==> config.mk <==
export PLATFORM = sky130hd
export DESIGN_NAME = exc_entry_seq
export DESIGN_NICKNAME = d
export VERILOG_FILES = /design/src/rtl/exc_entry_pkg.sv /design/src/rtl/exc_req_arb.sv /design/src/rtl/exc_addr_gen.sv /design/src/rtl/exc_sr_merge.sv /design/src/rtl/exc_entry_seq.sv
export SDC_FILE = /design/constraint.sdc
export NUM_CORES = 1
export LEC_CHECK = 0
export ABC_AREA = 1
export BUFFER_PORTS_ARGS = -buffer_cell sky130_fd_sc_hd__buf_2
export CAP_MARGIN = 10
export CELL_PAD_IN_SITES_DETAIL_PLACEMENT = 0
export CELL_PAD_IN_SITES_GLOBAL_PLACEMENT = 1
export CORE_MARGIN = 2
export CORE_UTILIZATION = 35
export CTS_CLUSTER_DIAMETER = 60
export CTS_CLUSTER_SIZE = 24
export DETAILED_ROUTE_END_ITERATION = 10
export GPL_ROUTABILITY_DRIVEN = 0
export HOLD_SLACK_MARGIN = 0.05
export PLACE_DENSITY = 0.84
export REMOVE_ABC_BUFFERS = 1
export SLEW_MARGIN = 20
export SYNTH_ARGS = -nofsm -noshare
export SYNTH_HDL_FRONTEND = slang
export SYNTH_SLANG_ARGS = --single-unit
==> constraint.sdc <==
create_clock -name clk -period 5.7 [get_ports clk]
set_input_delay 0.57 -clock clk [delete_from_list [all_inputs] [get_ports clk]]
set_output_delay 0.57 -clock clk [all_outputs]
set_load 0.01 [all_outputs]
==> src/rtl/exc_entry_pkg.sv <==
package exc_entry_pkg;

    typedef enum logic [2:0] {
        CLS_NONE,
        CLS_POR,
        CLS_MRST,
        CLS_AERR,
        CLS_INSTR,
        CLS_IRQ
    } exc_cls_e;

    typedef enum logic [2:0] {
        ST_IDLE,
        ST_RST_PC,
        ST_RST_SP,
        ST_PUSH_SR,
        ST_PUSH_PC,
        ST_VEC_RD
    } seq_st_e;

endpackage

==> src/rtl/exc_req_arb.sv <==
module exc_req_arb
    import exc_entry_pkg::*;
#(
    parameter int VEC_W    = 8,
    parameter int LVL_W    = 4,
    parameter int AERR_VEC = 9
) (
    input  logic             por_req,
    input  logic             mrst_req,
    input  logic             aerr_req,
    input  logic             instr_req,
    input  logic [VEC_W-1:0] instr_vec,
    input  logic             irq_req,
    input  logic [LVL_W-1:0] irq_lvl,
    input  logic [VEC_W-1:0] irq_vec,
    output exc_cls_e         cls_o,
    output logic [VEC_W-1:0] vec_o,
    output logic [LVL_W-1:0] lvl_o,
    output logic             is_rst_o
);

    localparam logic [VEC_W-1:0] AERR_V = VEC_W'(AERR_VEC);

    // Fixed priority: power-on, manual, address error, instruction, interrupt
    always_comb begin
        cls_o = CLS_NONE;
        vec_o = '0;
        lvl_o = '0;
        if (por_req) begin
            cls_o = CLS_POR;
        end else if (mrst_req) begin
            cls_o = CLS_MRST;
        end else if (aerr_req) begin
            cls_o = CLS_AERR;
            vec_o = AERR_V;
        end else if (instr_req) begin
            cls_o = CLS_INSTR;
            vec_o = instr_vec;
        end else if (irq_req) begin
            cls_o = CLS_IRQ;
            vec_o = irq_vec;
            lvl_o = irq_lvl;
        end
    end

    assign is_rst_o = por_req | mrst_req;


    always_comb begin
        if (por_req) begin
            por_wins_chk: assert (cls_o == CLS_POR);
        end
    end

endmodule

==> src/rtl/exc_addr_gen.sv <==
module exc_addr_gen
    import exc_entry_pkg::*;
#(
    parameter int                DATA_W    = 32,
    parameter int                VEC_W     = 8,
    parameter logic [DATA_W-1:0] POR_BASE  = '0,
    parameter logic [DATA_W-1:0] MRST_BASE = DATA_W'(8)
) (
    input  seq_st_e           st,
    input  logic              use_mrst,
    input  logic [DATA_W-1:0] sp_cap,
    input  logic [DATA_W-1:0] pc_cap,
    input  logic [DATA_W-1:0] sr_cap,
    input  logic [DATA_W-1:0] vbr_cap,
    input  logic [VEC_W-1:0]  vec_cap,
    output logic              req,
    output logic              we,
    output logic [DATA_W-1:0] addr,
    output logic [DATA_W-1:0] wdata
);

    localparam int                WORD_BYTES = DATA_W / 8;
    localparam int                VEC_SH     = $clog2(WORD_BYTES);
    localparam logic [DATA_W-1:0] STEP       = DATA_W'(WORD_BYTES);

    logic [DATA_W-1:0] tbl_base;
    logic [DATA_W-1:0] vec_off;

    assign tbl_base = use_mrst ? MRST_BASE : POR_BASE;
    assign vec_off  = DATA_W'(vec_cap) << VEC_SH;

    always_comb begin
        req   = 1'b1;
        we    = 1'b0;
        addr  = '0;
        wdata = '0;
        unique case (st)
            ST_IDLE: begin
                req = 1'b0;
            end
            ST_RST_PC: begin
                addr = tbl_base;
            end
            ST_RST_SP: begin
                addr = tbl_base + STEP;
            end
            ST_PUSH_SR: begin
                we    = 1'b1;
                addr  = sp_cap - STEP;
                wdata = sr_cap;
            end
            ST_PUSH_PC: begin
                we    = 1'b1;
                addr  = sp_cap - (STEP << 1);
                wdata = pc_cap;
            end
            ST_VEC_RD: begin
                addr = vbr_cap + vec_off;
            end
            default: begin
                req = 1'b0;
            end
        endcase
    end

endmodule

==> src/rtl/exc_sr_merge.sv <==
module exc_sr_merge
    import exc_entry_pkg::*;
#(
    parameter int DATA_W    = 32,
    parameter int LVL_W     = 4,
    parameter int IMASK_LSB = 4
) (
    input  exc_cls_e          cls,
    input  logic [DATA_W-1:0] sr_i,
    input  logic [LVL_W-1:0]  lvl,
    output logic [DATA_W-1:0] sr_o
);

    localparam int MSK_HI = IMASK_LSB + LVL_W - 1;

    logic set_all;
    logic take_lvl;

    assign set_all  = (cls == CLS_POR) || (cls == CLS_MRST);
    assign take_lvl = (cls == CLS_IRQ);

    for (genvar b = 0; b < DATA_W; b++) begin : g_bit
        if (b >= IMASK_LSB && b <= MSK_HI) begin : g_mask
            assign sr_o[b] = set_all ? 1'b1 : (take_lvl ? lvl[b-IMASK_LSB] : sr_i[b]);
        end else begin : g_keep
            assign sr_o[b] = sr_i[b];
        end
    end

endmodule

==> src/rtl/exc_entry_seq.sv <==
module exc_entry_seq
    import exc_entry_pkg::*;
#(
    parameter int                DATA_W    = 32,
    parameter int                VEC_W     = 8,
    parameter int                LVL_W     = 4,
    parameter int                IMASK_LSB = 4,
    parameter int                AERR_VEC  = 9,
    parameter logic [DATA_W-1:0] POR_BASE  = '0,
    parameter logic [DATA_W-1:0] MRST_BASE = DATA_W'(8)
) (
    input  logic              clk,
    input  logic              rst_n,
    input  logic              por_req,
    input  logic              mrst_req,
    input  logic              aerr_req,
    input  logic              instr_req,
    input  logic [VEC_W-1:0]  instr_vec,
    input  logic              irq_req,
    input  logic [LVL_W-1:0]  irq_lvl,
    input  logic [VEC_W-1:0]  irq_vec,
    input  logic [DATA_W-1:0] core_pc,
    input  logic [DATA_W-1:0] core_sr,
    input  logic [DATA_W-1:0] core_sp,
    input  logic [DATA_W-1:0] core_vbr,
    output logic              busy,
    output logic              done,
    output logic [DATA_W-1:0] pc_out,
    output logic [DATA_W-1:0] sp_out,
    output logic [DATA_W-1:0] vbr_out,
    output logic [DATA_W-1:0] sr_out,
    output logic              mem_req,
    output logic              mem_we,
    output logic [DATA_W-1:0] mem_addr,
    output logic [DATA_W-1:0] mem_wdata,
    input  logic [DATA_W-1:0] mem_rdata,
    input  logic              mem_rdy
);

    localparam int                WORD_BYTES = DATA_W / 8;
    localparam logic [DATA_W-1:0] PUSH_SPAN  = DATA_W'(2 * WORD_BYTES);
    localparam int                MSK_HI     = IMASK_LSB + LVL_W - 1;

    seq_st_e           st_q, st_d;
    exc_cls_e          arb_cls, cls_q;
    logic [VEC_W-1:0]  arb_vec, vec_q;
    logic [LVL_W-1:0]  arb_lvl, lvl_q;
    logic              arb_rst;
    logic [DATA_W-1:0] pc_q, sr_q, sp_q, vbr_q, pc_tmp, sr_new;
    logic              hs, load, fin, cls_rst;

    exc_req_arb #(
        .VEC_W   (VEC_W),
        .LVL_W   (LVL_W),
        .AERR_VEC(AERR_VEC)
    ) arb_i (
        .por_req  (por_req),
        .mrst_req (mrst_req),
        .aerr_req (aerr_req),
        .instr_req(instr_req),
        .instr_vec(instr_vec),
        .irq_req  (irq_req),
        .irq_lvl  (irq_lvl),
        .irq_vec  (irq_vec),
        .cls_o    (arb_cls),
        .vec_o    (arb_vec),
        .lvl_o    (arb_lvl),
        .is_rst_o (arb_rst)
    );

    exc_addr_gen #(
        .DATA_W   (DATA_W),
        .VEC_W    (VEC_W),
        .POR_BASE (POR_BASE),
        .MRST_BASE(MRST_BASE)
    ) agen_i (
        .st      (st_q),
        .use_mrst(cls_q == CLS_MRST),
        .sp_cap  (sp_q),
        .pc_cap  (pc_q),
        .sr_cap  (sr_q),
        .vbr_cap (vbr_q),
        .vec_cap (vec_q),
        .req     (mem_req),
        .we      (mem_we),
        .addr    (mem_addr),
        .wdata   (mem_wdata)
    );

    exc_sr_merge #(
        .DATA_W   (DATA_W),
        .LVL_W    (LVL_W),
        .IMASK_LSB(IMASK_LSB)
    ) srm_i (
        .cls (cls_q),
        .sr_i(sr_q),
        .lvl (lvl_q),
        .sr_o(sr_new)
    );

    assign hs      = mem_req && mem_rdy;
    assign cls_rst = (cls_q == CLS_POR) || (cls_q == CLS_MRST);
    assign load    = arb_rst || ((st_q == ST_IDLE) && (arb_cls != CLS_NONE));
    assign fin     = hs && !arb_rst && ((st_q == ST_RST_SP) || (st_q == ST_VEC_RD));
    assign busy    = (st_q != ST_IDLE);

    // Next-state logic
    always_comb begin
        st_d = st_q;
        if (arb_rst) begin
            st_d = ST_RST_PC;
        end else begin
            unique case (st_q)
                ST_IDLE:    if (arb_cls != CLS_NONE) st_d = ST_PUSH_SR;
                ST_RST_PC:  if (hs) st_d = ST_RST_SP;
                ST_RST_SP:  if (hs) st_d = ST_IDLE;
                ST_PUSH_SR: if (hs) st_d = ST_PUSH_PC;
                ST_PUSH_PC: if (hs) st_d = ST_VEC_RD;
                ST_VEC_RD:  if (hs) st_d = ST_IDLE;
                default:    st_d = ST_IDLE;
            endcase
        end
    end

    // State register
    always_ff @(posedge clk or negedge rst_n) begin
        if (!rst_n) begin
            st_q <= ST_IDLE;
        end else begin
            st_q <= st_d;
        end
    end

    // Capture and output registers
    always_ff @(posedge clk or negedge rst_n) begin
        if (!rst_n) begin
            cls_q   <= CLS_NONE;
            vec_q   <= '0;
            lvl_q   <= '0;
            pc_q    <= '0;
            sr_q    <= '0;
            sp_q    <= '0;
            vbr_q   <= '0;
            pc_tmp  <= '0;
            done    <= 1'b0;
            pc_out  <= '0;
            sp_out  <= '0;
            vbr_out <= '0;
            sr_out  <= '0;
        end else begin
            done <= fin;
            if (load) begin
                cls_q <= arb_cls;
                vec_q <= arb_vec;
                lvl_q <= arb_lvl;
                pc_q  <= core_pc;
                sr_q  <= core_sr;
                sp_q  <= core_sp;
                vbr_q <= core_vbr;
            end
            if (hs && (st_q == ST_RST_PC)) begin
                pc_tmp <= mem_rdata;
            end
            if (fin) begin
                sr_out <= sr_new;
                if (cls_rst) begin
                    pc_out  <= pc_tmp;
                    sp_out  <= mem_rdata;
                    vbr_out <= '0;
                end else begin
                    pc_out  <= mem_rdata;
                    sp_out  <= sp_q - PUSH_SPAN;
                    vbr_out <= vbr_q;
                end
            end
        end
    end


    hold_req_chk: assert property (@(posedge clk) disable iff (!rst_n)
        (mem_req && !mem_rdy && !por_req && !mrst_req) |=>
            (mem_req && $stable(mem_addr) && $stable(mem_we) && $stable(mem_wdata)));


    done_pulse_chk: assert property (@(posedge clk) disable iff (!rst_n)
        done |=> !done);


    done_idle_chk: assert property (@(posedge clk) disable iff (!rst_n)
        done |-> !busy);


    busy_ignore_chk: assert property (@(posedge clk) disable iff (!rst_n)
        (busy && !por_req && !mrst_req) |=> $stable(cls_q));


    rst_result_chk: assert property (@(posedge clk) disable iff (!rst_n)
        (done && cls_rst) |-> ((vbr_out == '0) && (&sr_out[MSK_HI:IMASK_LSB])));

endmodule

==> impl_metrics.json, run 1 <==
{
  "outcome": "completed",
  "tightest_slew_ns": 1.06,
  "fin_setup_tns_ns": 0,
  "num-nets-final": 2524,
  "path_clk_slew_ns": 0.08,
  "die-area_sq_um": 46600,
  "critPathArrivalTime_ns": 3.43,
  "final_util": 0.433,
  "cp-end-kind": "primary output",
  "cts_tree": "done",
  "cts_root_buffer": "clkbuf_16",
  "ir_worst_vdd_mv": 0.266,
  "cp-start-kind": "flip-flop",
  "final_area_sq_um": 19100,
  "place_ws_ns": 1.82,
  "drt_iter0_markers": 1273,
  "skew_ns": 0.0170,
  "overflow": 0,
  "power_mw": 6.21,
  "whs_ns": 0.173,
  "layout-drive-gt1-share": 0.228,
  "n_fill_cell": 4474,
  "post_drt_wl_per_cell_um": 17.8,
  "synthCells": 1991,
  "syn_area_per_cell_sq_um": 7.89,
  "hold_viol": 0,
  "first_global_vias": 14276,
  "grtUsageTotal": 0.219,
  "cts_buffers": 30,
  "reg2reg_from": "st_q[0]",
  "instances_no_fill": 2940,
  "period_share": 0.702,
  "drv_cap": 0,
  "first_pass_iters": 6,
  "maxSlewViolCount": 0,
  "cp-endpoint": "mem_addr[18]",
  "dp_hpwl_um": 38500,
  "crit_type": "flip-flop to primary output",
  "detail-route-antenna-nets": 0,
  "worst_hold_path_type": "input port to flip-flop",
  "die_w_um": 216,
  "slew_headroom": 0.291,
  "wirelength_um": 52300,
  "vias": 14768,
  "ys_seq_elements": 307,
  "core-area_sq_um": 44200,
  "rsz0062_at_grt": "false",
  "antenna_found_initial": 9,
  "place_inst": 2882,
  "yosys_warnings": 0,
  "crit_start": "st_q[1]",
  "cts.htree.levels": 1,
  "reg2reg_to": "sp_out[12]",
  "cp.required_ns": 5.13,
  "power.density_nw_per_um2": 325,
  "worst_slack_ns": 1.70,
  "row_count": 77,
  "reg2reg_depth": 11,
  "drc": 0,
  "cp_max_fo": 27,
  "synth_cell_types": 39,
  "grt_pass1_wl_um": 81000,
  "setup_viol": 0,
  "grt_start_max_net_pins": 142,
  "cts.sinks": 307,
  "io_buffers": 383,
  "worstSkewPairLatency_ns": 0.60,
  "syn2layout_area_growth_pct": 21.8,
  "vias_per_cell": 5.02,
  "start_util": 0.355,
  "max-clock-path-buffers": 3,
  "ys_seq_area_frac": 0.489,
  "postCtsSetupRepairBufs": 0,
  "rrSetupSlack_ns": 1.89,
  "die_height_um": 216,
  "ios": 384,
  "synth_area_sq_um": 15700,
  "power.leakage_nw": 9.90,
  "placed_area_sq_um": 18100,
  "finalCriticalPeriod_ns": 4.00,
  "max_freq_mhz": 250
}
[worst min-delay path by stage]
stage / start / end / depth (start not counted)
after global placement: sr_out[14] / sr_out[14] / 2
final: core_pc[27] / pc_q[27] / 3
after CTS: core_pc[31] / pc_q[31] / 3
after detailed placement: vbr_out[22] / vbr_out[22] / 2
after floorplan: rst_n / cls_q[0] / 0
after global routing: core_pc[4] / pc_q[4] / 3
[registers in the layout, summed over array words and instances (netlist names), 3 cells and up]
register  cells
pc_out       32
pc_q         32
pc_tmp       32
sp_out       32
sp_q         32
sr_out       32
sr_q         32
vbr_out      32
vbr_q        32
vec_q         8
lvl_q         4
cls_q         3
st_q          3
[worst max-delay path, cell delays in order (launching register included)]
cell and delay [ns]:
dfrtp_1 0.40, inv_1 0.12, nand2_2 0.10, nor2_1 0.21, inv_1 0.06, nand2_1 0.29
clkinv_1 0.83, a31oi_1 0.60, buf_2 0.21
[cell usage after synthesis]
master	number	area share
nor3_1	4	0.0013
inv_2	5	0.0012
nand2_1	527	0.13
a21o_1	1	0.00048
a211oi_1	1	0.00048
o21ai_0	201	0.064
xor2_1	14	0.0078
o31ai_2	26	0.021
clkbuf_1	44	0.011
buf_4	9	0.0043
nor3_2	1	0.00064
nand3_1	147	0.047
a22oi_1	6	0.0029
a221oi_1	2	0.0011
o21a_1	4	0.0019
o31ai_1	5	0.0024
nor2_1	163	0.039
nand3_2	2	0.0013
nor2_4	2	0.0014
buf_6	2	0.0014
inv_1	223	0.053
nand2_2	2	0.00080
mux2_2	32	0.023
o22ai_1	35	0.014
o21ai_1	7	0.0022
nor2_2	7	0.0028
o211ai_1	1	0.00048
or2_2	5	0.0020
o21bai_1	1	0.00048
nand4_1	13	0.0052
fa_1	1	0.0013
nand3b_1	1	0.00048
buf_1	6	0.0014
buf_2	34	0.011
ha_1	12	0.0096
a31oi_1	52	0.021
clkinv_1	1	0.00024
dfrtp_1	307	0.49
a21oi_1	85	0.027
[cells in the final DEF (no fill, tap or decap), drive strengths merged, types with 3 or more instances in the layout]
master | netlist | layout
xor2 | 14 | 14
o21ai | 208 | 208
a31oi | 52 | 52
a21oi | 85 | 85
dfrtp | 307 | 307
o31ai | 31 | 31
mux2 | 32 | 32
clkinv | 1 | 7
nand2 | 529 | 529
nand3 | 149 | 149
buf | 51 | 394
ha | 12 | 12
a22oi | 6 | 6
or2 | 5 | 5
clkbuf | 44 | 33
o21a | 4 | 4
nor2 | 172 | 172
inv | 228 | 241
nand4 | 13 | 13
nor3 | 5 | 5
clkinvlp | 0 | 3
o22ai | 35 | 35
[layout make-up]
| cell class | count | area [sq um] | area share |
|---|---|---|---|
| clock buffer | 33 | 792 | 0.0414 |
| sequential | 307 | 7680 | 0.402 |
| timing repair buffer | 395 | 2060 | 0.108 |
| multi-input combinational | 1360 | 6760 | 0.353 |
| clock inverter | 22 | 240 | 0.0126 |
| inverter | 229 | 861 | 0.0450 |
| antenna | 2 | 5.00 | 0.000262 |
| tap | 592 | 741 | 0.0387 |
[metal layers]
metal | GRT usage | wire [um] | vias up
met4 | 0.0459 | 1120 | 18
met2 | 0.353 | 24100 | 469
met3 | 0.0558 | 4080 | 70
li1 | - | - | 7193
met5 | 0 | 115 | -
met1 | 0.299 | 23000 | 7018
[kinds of logic after synthesis]
family / Yosys count / share of synthesized area
AOI/OAI and AO/OA: 427 / 0.159
DFF: 307 / 0.489
buffers and inverters: 324 / 0.0832
adders and majority gates: 13 / 0.0108
and+or+nand+nor: 874 / 0.227
xor gates and xnor gates: 14 / 0.00780
muxes: 32 / 0.0229
[what timing repair did]
| item | CTS | global route |
|---|---|---|
| endpoints found under the hold margin | 67 | 0 |
| gates resized for setup | 0 | 0 |
| hold buffers | 1 | 0 |
[report_power, final]
part           internal, mW  leakage, nW  switching [mW]
logic                 0.514         5.56           0.860
registers              2.53         3.84           0.223
clock network          1.07        0.500            1.02
No activity file was read; power rests on OpenSTA's default activity.
==> run 2, diff against run 1 <==
--- a/config.mk
+++ b/config.mk
@@ -5,7 +5,7 @@
 export SDC_FILE = /design/constraint.sdc
 export NUM_CORES = 1
 export LEC_CHECK = 0
-export ABC_AREA = 1
+export ABC_AREA = 0
 export BUFFER_PORTS_ARGS = -buffer_cell sky130_fd_sc_hd__buf_2
 export CAP_MARGIN = 10
 export CELL_PAD_IN_SITES_DETAIL_PLACEMENT = 0
@@ -17,7 +17,7 @@
 export DETAILED_ROUTE_END_ITERATION = 10
 export GPL_ROUTABILITY_DRIVEN = 0
 export HOLD_SLACK_MARGIN = 0.05
-export PLACE_DENSITY = 0.84
+export PLACE_DENSITY = 0.87
 export REMOVE_ABC_BUFFERS = 1
 export SLEW_MARGIN = 20
 export SYNTH_ARGS = -nofsm -noshare
==> constraint.sdc (replaced) <==
create_clock -name clk -period 3.3 [get_ports clk]
set_input_delay 0.33 -clock clk [delete_from_list [all_inputs] [get_ports clk]]
set_output_delay 0.33 -clock clk [all_outputs]
set_load 0.01 [all_outputs]
==> run 2 against run 1 <==
The flow now finishes with violations (setup timing). First-iteration DRC count shrank 6.8%. Utilization increased by 6.9 points. Critical path depth is 2 lower. Sequential share of layout area decreased by 3.7 points. Wire length is 2.0% higher. Synthesized cell count fell by 13%. Final cell count is 2.9% lower. Largest cell class unchanged. Sequential power increased by 60%.
==> impl_metrics.json, run 2 <==
{
  "outcome": "finished with violations",
  "violations": "setup timing",
  "cts_buffers": 29,
  "max-clock-path-buffers": 3,
  "yosys_warnings": 0,
  "layout_common_cells": "nand2_1 (640), buf_2 (377), dfrtp_1 (306)",
  "first_global_vias": 14898,
  "yosysMostFrequentCell": "nand2_1",
  "place_inst": 2599,
  "syn_area_per_cell_sq_um": 8.62,
  "skew_ns": 0.0186,
  "finalCriticalPeriod_ns": 3.48,
  "crit_start": "sp_q[11]",
  "synth_edf_count": 0,
  "vias": 14735,
  "maxSlewViolCount": 0,
  "ys_seq_area_frac": 0.514,
  "ios": 384,
  "slew_headroom": 0.336,
  "wirelength_met1_um": 22400,
  "wl_met3_um": 3550,
  "critPathArrivalTime_ns": 3.15,
  "wirelength_um": 53400,
  "synth_cell_types": 68,
  "cp-endpoint": "mem_addr[30]",
  "vias_per_cell": 5.16,
  "instances_no_fill": 2856,
  "antenna_found_initial": 3,
  "routed-wl-met2_um": 25000,
  "setup_viol": 8,
  "cp-end-kind": "primary output",
  "rsz0062_at_grt": "true",
  "row_count": 75,
  "num-nets-final": 2495,
  "tightest_slew_ns": 0.996,
  "power.leakage_nw": 10.7,
  "cts_root_buffer": "clkbuf_16",
  "start_util": 0.355,
  "drc": 0,
  "grtUsageTotal": 0.236,
  "grt_start_max_net_pins": 138,
  "ys_top_cells_by_area": "dfrtp_1 (51%), nand2_1 (16%), clkbuf_1 (2.9%), o21ai_0 (2.5%), mux2_2 (2.5%)",
  "reg2reg_to": "vec_q[2]",
  "cts.htree.levels": 1,
  "synth_top_area_cell": "dfrtp_1",
  "highest_layer": "met5",
  "ir_worst_vdd_mv": 0.339,
  "first_pass_iters": 8,
  "io_buffers": 383,
  "reg2reg_from": "st_q[1]",
  "hold_viol": 0,
  "cp_max_fo": 2,
  "cts_tree": "done",
  "synth_top_area_share": 0.514,
  "cp-start-kind": "flip-flop",
  "power.density_nw_per_um2": 466,
  "reg2reg_depth": 8,
  "worst_hold_path_type": "input port to flip-flop",
  "async_reset_ff_frac": 1.00,
  "post_drt_wl_per_cell_um": 18.7,
  "synth_common_cells": "nand2_1 (641), dfrtp_1 (307), clkbuf_1 (115), nor2_1 (97), o21ai_0 (75)",
  "cp.required_ns": 2.97,
  "synthCells": 1732,
  "worst_slack_ns": -0.182,
  "grt_pass1_wl_um": 82800,
  "final_common_cell": "nand2_1",
  "whs_ns": 0.182,
  "layout-drive-gt1-share": 0.269,
  "drt_iter0_markers": 1186,
  "dp_hpwl_um": 36100,
  "period_share": 1.06,
  "max_freq_mhz": 287,
  "rrSetupSlack_ns": 0.23,
  "syn2layout_area_growth_pct": 41.3,
  "die_height_um": 211,
  "ys_seq_elements": 307,
  "synth_area_sq_um": 14900,
  "detail-route-antenna-nets": 0,
  "crit_type": "flip-flop to primary output",
  "cts.sinks": 307,
  "path_clk_slew_ns": 0.08,
  "synth_ff_type": "dfrtp_1",
  "worstSkewPairLatency_ns": 0.60,
  "power_mw": 9.83,
  "die_w_um": 211,
  "die-area_sq_um": 44300,
  "drv_cap": 0,
  "core-area_sq_um": 42000,
  "overflow": 0
}
run 2: cell types whose count changed in the layout (fill, tap and decap cells not counted), sizes merged, moves of 23 or more:
cell / before / now
o21ai: 208 / 75
dlygate4sd3: 1 / 181
o31ai: 31 / 3
buf: 394 / 472
o22ai: 35 / 12
nand3: 149 / 49
a22o: 0 / 37
nand2: 529 / 641
a21oi: 85 / 55
inv: 241 / 32
nor2: 172 / 97
run 2: metal layers:
layer / global-route usage / vias up
met2: 0.384 / 570
li1: - / 6981
met1: 0.300 / 7046
met3: 0.0502 / 134
met5: 0 / -
met4: 0.110 / 4
run 2: final cells by class:
class / count / area [sq um]
Sequential cell: 307 / 7680
Multi-Input combinational cell: 1282 / 7070
Tap cell: 539 / 674
Antenna cell: 1 / 2.50
Clock inverter: 20 / 255
Inverter: 21 / 83.8
Timing Repair Buffer: 653 / 4570
Clock buffer: 33 / 761
Fill cell: 3865 / 20900
run 2: per-stage QoR:
stage | TNS [ns] | instance area [sq um] | setup WS, ns | utilization
after floorplan | -506.74 | 14500 | -2.54 | -
after global placement | 0 | 17700 | 0.238 | 0.422
after detailed placement | 0 | 17700 | 0.155 | 0.422
after CTS | -0.845 | 20900 | -0.212 | 0.496
after global routing | -1.78 | 21100 | -0.247 | 0.502
final | -0.628 | 21100 | -0.182 | 0.502
run 2: logic make-up (layout without fill, tap and decap cells):
logic type | count (synthesis) | count (layout) | share of synthesized area
AOI/OAI and AO/OA | 295 | 295 | 0.130
xor gates and xnor gates | 48 | 48 | 0.0281
adders and majority gates | 13 | 13 | 0.0114
buffers and inverters | 143 | 727 | 0.0376
DFF | 307 | 307 | 0.514
muxes | 46 | 46 | 0.0336
other | 0 | 1 | 0
and+or+nand+nor | 880 | 880 | 0.245
run 2: worst min-delay path by stage:
stage	from	to	slack, ns	depth (start not counted)
global route	mem_rdy	st_q[1]	0.23	4
finish	irq_vec[0]	vec_q[0]	0.18	3
CTS	mem_rdy	st_q[1]	0.15	4
global placement	rst_n	sp_q[6]	0.44	1
floorplan	rst_n	cls_q[0]	0.03	0
detailed placement	vbr_out[17]	vbr_out[17]	0.45	2
run 2: critical path: stages, from the launching register on:
cell,delay [ns]
dfrtp_1,0.38
or4_4,0.55
or4_4,0.56
or3b_4,0.40
or3b_1,0.37
a41oi_2,0.14
buf_4,0.16
run 2: timing repair:
action / CTS / global route
resized for setup: 51 / 38
hold endpoints to repair: 310 / 0
buffers inserted: 13 / 9
endpoints found under the setup margin: 22 / 25
pin swaps: 29 / 15
hold buffers: 181 / 0
run 2: report_power, final:
group / internal [mW] / switching (mW)
Combinational: 0.811 / 1.03
Clock: 1.79 / 1.78
Sequential: 4.13 / 0.280
Total: 6.73 / 3.09
